[src/rtl/dtmf_steer.sv]
module dtmf_steer #(
  parameter int CODE_W        = 4,
  parameter int ON_CYCLES     = 40000,
  parameter int OFF_CYCLES    = 40000,
  parameter int SETTLE_CYCLES = 2
) (
  input  logic              clk,
  input  logic              rst_n,
  input  logic              sig_det,
  input  logic [CODE_W-1:0] code_in,
  input  logic              oe,
  output logic [CODE_W-1:0] q_data,
  output logic              q_drive,
  output logic              guard_out,
  output logic              steer_dly
);
  localparam int MAXC = (ON_CYCLES > OFF_CYCLES) ? ON_CYCLES : OFF_CYCLES;
  localparam int CW   = $clog2(MAXC + 1);
  localparam int SW   = $clog2(SETTLE_CYCLES + 1);
  localparam logic [CW-1:0] ON_LAST  = CW'(ON_CYCLES - 1);
  localparam logic [CW-1:0] OFF_LAST = CW'(OFF_CYCLES - 1);
  localparam logic [SW-1:0] SET_LAST = SW'(SETTLE_CYCLES - 1);

  typedef enum logic [1:0] {S_IDLE, S_VAL_ON, S_REG, S_VAL_OFF} st_t;

  st_t               st_q;
  logic [CW-1:0]     cnt_q;
  logic [SW-1:0]     set_q;
  logic [CODE_W-1:0] latch_q;

  wire holding = (st_q == S_REG) || (st_q == S_VAL_OFF);

  assign q_drive = oe;
  assign q_data  = oe ? latch_q : '0;

  always_ff @(posedge clk) begin
    if (!rst_n) begin
      st_q      <= S_IDLE;
      cnt_q     <= '0;
      set_q     <= '0;
      latch_q   <= '0;
      guard_out <= 1'b0;
      steer_dly <= 1'b0;
    end else begin
      if (holding) begin
        guard_out <= sig_det;
        if (!steer_dly) begin
          if (set_q == SET_LAST) steer_dly <= 1'b1;
          else                   set_q     <= set_q + 1'b1;
        end
      end
      case (st_q)
        S_IDLE: begin
          guard_out <= 1'b0;
          if (sig_det) begin
            st_q  <= S_VAL_ON;
            cnt_q <= CW'(1);
          end
        end
        S_VAL_ON: begin
          if (!sig_det) begin
            st_q  <= S_IDLE;
            cnt_q <= '0;
          end else if (cnt_q == ON_LAST) begin
            latch_q   <= code_in;
            guard_out <= 1'b1;
            st_q      <= S_REG;
            cnt_q     <= '0;
            set_q     <= '0;
          end else begin
            cnt_q <= cnt_q + 1'b1;
          end
        end
        S_REG: begin
          if (!sig_det) begin
            st_q  <= S_VAL_OFF;
            cnt_q <= CW'(1);
          end
        end
        default: begin
          if (sig_det) begin
            st_q  <= S_REG;
            cnt_q <= '0;
          end else if (cnt_q >= OFF_LAST) begin
            if (steer_dly) begin
              st_q      <= S_IDLE;
              steer_dly <= 1'b0;
              guard_out <= 1'b0;
              cnt_q     <= '0;
            end
          end else begin
            cnt_q <= cnt_q + 1'b1;
          end
        end
      endcase
    end
  end
endmodule


[config.mk]
export PLATFORM = sky130hd
export DESIGN_NAME = dtmf_steer
export DESIGN_NICKNAME = d
export VERILOG_FILES = /design/src/rtl/dtmf_steer.sv
export SDC_FILE = /design/constraint.sdc
export NUM_CORES = 1
export LEC_CHECK = 0
export BUFFER_PORTS_ARGS = -buffer_cell sky130_fd_sc_hd__buf_2
export CAP_MARGIN = 20
export CORE_UTILIZATION = 55
export DETAILED_ROUTE_END_ITERATION = 16
export PLACE_DENSITY = 0.75
export SETUP_SLACK_MARGIN = 0.05
export SYNTH_ARGS = -nofsm -noshare
export SYNTH_HDL_FRONTEND = slang
export SYNTH_SLANG_ARGS = --single-unit
[constraint.sdc]
create_clock -name clk -period 5.5 [get_ports clk]
set_clock_uncertainty 0.05 [all_clocks]
set_input_delay 0 -clock clk [delete_from_list [all_inputs] [get_ports clk]]
set_output_delay 0 -clock clk [all_outputs]
set_load 0.02 [all_outputs]
=== Word-level counts from Yosys, hierarchy flattened ===
Cells that the tools add are included.

* Flip-flop bits (word level): 26
* Input bits: 8
* Logic and storage cells: 63

* $add $sub $neg: 2
* $lt $le $gt $ge: 1
* Eq/ne operators: 9
* Muxes and demuxes: 37
* Reductions and logical operators: 8

{| class="wikitable"
|+ Operator list
! operator !! count
|-
| $mux 16 || 7
|-
| $pmux 16 s3 || 1
|-
| $mux 2 || 13
|-
| $add 16x1->16 const B || 1
|-
| $eq 16x16->1 const B || 1
|-
| $ge 16x16->1 const B || 1
|-
| $mux 1 || 13
|-
| $reduce_bool 4->1 || 2
|-
| $pmux 2 s3 || 1
|-
| $reduce_and 3->1 || 2
|-
| $ne 5x4->1 const B || 1
|-
| $reduce_and 5->1 || 1
|-
| $eq 2x1->1 const B || 2
|-
| $eq 2x2->1 const B || 2
|-
| $mux 4 || 1
|-
| $ne 2x2->1 const B || 2
|-
| $ne 3x3->1 const B || 1
|-
| $pmux 1 s3 || 1
|-
| $reduce_or 3->1 || 1
|-
| $add 2x1->2 const B || 1
|-
| $logic_not 2->1 || 1
|-
| $logic_or 1x1->1 || 1
|}

=== Logic depth before layout (Yosys ltp) ===
* Word-level depth: 8
* Gate-level depth with buffers: 8

=== Worst setup path before layout ===
Ideal clock, no wire load.

* Path kind: register to register
* Start point: register cnt_q[6]
* End point: register latch_q[0]
* Arrival time: 2.053 ns
* Setup slack: 3.270 ns
* Cell stages (with the launch flop): 7
* Buffers on the path: 1
* Path through: dfxtp_1 -> or4_4 -> or4_4 -> or3_1 -> buf_6 -> mux2i_1 -> nor2_1

* Longest elaborated chain between the ends: 2

{| class="wikitable"
|+ RTL lines
! what !! line !! text
|-
| start, declared || 27 || <nowiki>logic [CW-1:0] cnt_q;</nowiki>
|-
| start signal, assigned || 71 || <nowiki>cnt_q <= cnt_q + 1'b1;</nowiki>
|-
| start signal, assigned || 92 || <nowiki>cnt_q <= cnt_q + 1'b1;</nowiki>
|-
| $eq 16x16->1 || 64 || <nowiki>end else if (cnt_q == ON_LAST) begin</nowiki>
|-
| $reduce_and 3->1 (no source line) || - ||
|-
| end signal, assigned || 65 || <nowiki>latch_q <= code_in;</nowiki>
|-
| end, declared || 29 || <nowiki>logic [CODE_W-1:0] latch_q;</nowiki>
|}

No other way between the ends.
A chain may end at the register's enable or synchronous reset.

=== Final worst setup path ===
* Start point: register cnt_q[6]
* End point: register latch_q[1]

The elaborated chain is that of the path after synthesis.

==> results.sh <==
export IMPL_utilization_pct=66.6
export IMPL_syn2layout_area_growth_pct=11.0
export IMPL_wl_per_cell_um=15.2
export IMPL_routed_via_density=6.50
export IMPL_min_path_type="primary input to flip-flop"
export IMPL_synth_top_family_by_area="simple AND/OR/NAND/NOR gates"
export IMPL_first_global_vias=1296
export IMPL_cpPeakStageDelay_ps=570
export IMPL_drc_errors=0
export IMPL_cts_made_buffers=3
export IMPL_syn_inst=187
export IMPL_drv_cap=0
export IMPL_endpoint="latch_q[1]"
export IMPL_clk_pin_slew_worst_paths_ps=160
export IMPL_synthesis_nets=200
export IMPL_synth_area_top_cells="dfxtp_1 (34%), nand3_1 (7.8%), ha_1 (4.1%)"
export IMPL_timing_hold_violations_final=0
export IMPL_dp_hpwl_um=2450
export IMPL_synth_xor_area_share_pct=0
export IMPL_ys_ff_latch=26
export IMPL_tightestPinTransition_ps=696
export IMPL_n_antenna_cell=0
export IMPL_synth_top_area_cell="dfxtp_1"
export IMPL_cp_end_kind="flip-flop"
export IMPL_hold_buffers=5
export IMPL_post_route_min_period_ps=2430
export IMPL_start_kind="flip-flop"
export IMPL_cts_resized=0
export IMPL_cp_arrival_ps=2610
export IMPL_drtPass1Iterations=4
export IMPL_synthTopCellsByCount="dfxtp_1 (26), nand3_1 (24), nand2_1 (16)"
export IMPL_worst_path_stages=5
export IMPL_die_h_um=54.9
export IMPL_ir_worst_vdd_uv=187
export IMPL_rsz0062_at_grt="false"
export IMPL_nFillCells=225
export IMPL_netlist_area_mm2=0.00154
export IMPL_path_common_cell="or4_4"
export IMPL_gp_congestion=0.806
export IMPL_grt_pass1_wl_um=5620
export IMPL_fin_cells=232
export IMPL_postRouteAntennaNets=0
export IMPL_critPathTopFamily="simple AND/OR/NAND/NOR gates"
export IMPL_clk_path_buf_depth=2
export IMPL_fin_nets=216
export IMPL_dp_cells=223
export IMPL_clockRootBuffer="clkbuf_4"
export IMPL_htree_levels=1
export IMPL_fp_dieW_um=54.9
export IMPL_yosysTopAreaCellShare_pct=33.8
export IMPL_yosysMostFrequentCell="dfxtp_1"
export IMPL_r2r_start="cnt_q[6]"
export IMPL_ff2ff_path_depth=5
export IMPL_fmax_ghz=0.412
export IMPL_port_buffers=14
export IMPL_setup_tns_ps=0
export IMPL_synth_cell_type_count=48
export IMPL_fin_crit_sh_pct=44.2
export IMPL_synth_fa_ha_area_share_pct=4.06
export IMPL_ys_warn_count=0
export IMPL_synth_enable_flop_cells=0
export IMPL_status="finished clean"
export IMPL_drive_above_1_share_pct=12.4
export IMPL_synthSimpleGateAreaFrac_pct=31.3
export IMPL_critPathLaunch="cnt_q[6]"
export IMPL_critical_path_buf_inv_count=0
export IMPL_finalWirelength_um=3530
export IMPL_drt_iter0_drc=51
export IMPL_start_util_pct=60.0
export IMPL_cts_tree="built"
export IMPL_dieArea_mm2=0.00302
export IMPL_cp_required_ps=5680
export IMPL_worstPathCellList="or4_4 -> or4_4 -> or3_1 -> mux2i_1 -> nor2_1"
export IMPL_grt_overflow=0
export IMPL_setup_ws_ps=3070
export IMPL_ys_flop_type="dfxtp_1"
export IMPL_pin_count=15
export IMPL_r2r_end="latch_q[1]"
export IMPL_clock_sinks=26
export IMPL_slew_viol_final=0
export IMPL_synth_seq_area_share_pct=33.8
export IMPL_worstSetupPathType="flip-flop to flip-flop"
export IMPL_clk_insertion_delay_late_ps=350
export IMPL_async_flop_share_pct=0
export IMPL_grt_antenna_before_repair=0
export IMPL_rows=18
export IMPL_grt_usage_pct=25.7
export IMPL_r2r_slack_ps=3070
export IMPL_grt_max_degree=26
export IMPL_dpl_worst_slack_ps=3110
export IMPL_post_cts_buffers=0
export IMPL_crit_fanout=7
export IMPL_core_area_mm2=0.00257
export IMPL_slew_headroom_pct=53.3
export IMPL_hold_worst_slack_ps=65.2
export IMPL_setup_violations=0
export IMPL_synth_compound_area_share_pct=23.7
export IMPL_powerDensity_mw_per_mm2=238
export IMPL_vias=1509
export IMPL_syn_avg_cell_area_um2=8.24
export IMPL_leakage_nw=0.650
export IMPL_synthMuxAreaShare_pct=3.25
export IMPL_critPathSlowestCell="or4_4"
## layer usage
metal | routed length [µm] | track usage (%) | up-vias | share of wire [%]
met2 | 1590 | 40.8 | 40 | 45
li1 | - | - | 750 | -
met3 | 164 | 3.28 | 5 | 4.6
met4 | 50 | 8.75 | 0 | 1.4
met5 | 0 | 0 | - | 0
met1 | 1730 | 35.6 | 714 | 49
## power by group
part,switching (mW),internal (mW),total [mW]
combinational,0.0441,0.0270,0.0711
clock,0.0632,0.0739,0.137
sequential,0.00525,0.193,0.198
total,0.113,0.294,0.407
## layout make-up
type                    count  area (µm²)  area share (%)
clock buffers               3        22.5            1.32
repair buffers             19         120            7.03
multi-input cells         148         960            56.1
inverters                   5        18.8            1.10
flip-flops and latches     26         520            30.5
well taps                  30        37.5            2.20
clock inverters             1        30.0            1.76
## tightest hold or removal path: stages
cell	delay [ps]
buf_2	240
nand2_1	110
o21ai_0	60
## flip-flops by register name, summed over array words and instances (netlist names), named ones only
| signal | count |
|---|---|
| st_q | 1 |
| steer_dly | 1 |
| guard_out | 1 |
| latch_q | 4 |
| set_q | 2 |
| cnt_q | 16 |
## per-stage QoR
stage | power [mW] | cell area, µm²
finish | 0.407 | 1710
global route | 0.421 | 1710
CTS | 0.407 | 1710
detailed placement | 0.269 | 1610
global placement | 0.268 | 1610
floorplan | 0.254 | 1540
## how the worst min path moves through the flow
| stage | depth (start not counted) | slack (ps) | from | endpoint |
|---|---|---|---|---|
| 2_1_floorplan | 1 | 60 | oe | q_drive |
| 3_3_place_gp | 3 | 180 | code_in[1] | latch_q[1] |
| 3_5_place_dp | 3 | 190 | code_in[2] | latch_q[2] |
| 4_1_cts | 3 | 70 | rst_n | steer_dly |
| 5_1_grt | 3 | 100 | rst_n | cnt_q[1] |
| 6_report | 3 | 70 | rst_n | cnt_q[1] |
## cell families (layout without fill, tap and decap cells)
kind of cell / count (synthesis) / count (layout)
buffers and inverters: 13 / 28
and+or+nand+nor: 90 / 90
DFF: 26 / 26
adders and majority gates: 5 / 5
muxes: 5 / 5
AOI/OAI and AO/OA: 48 / 48
## cell usage in the layout (no fill, tap or decap), types with 7 or more instances in the layout
cell and n:
dfxtp_1 26, nand3_1 24, o21ai_0 9, nand4_1 7
nor2_1 14, buf_2 14, nand2_1 16
Note: power is estimated with default switching activity, not from simulation.
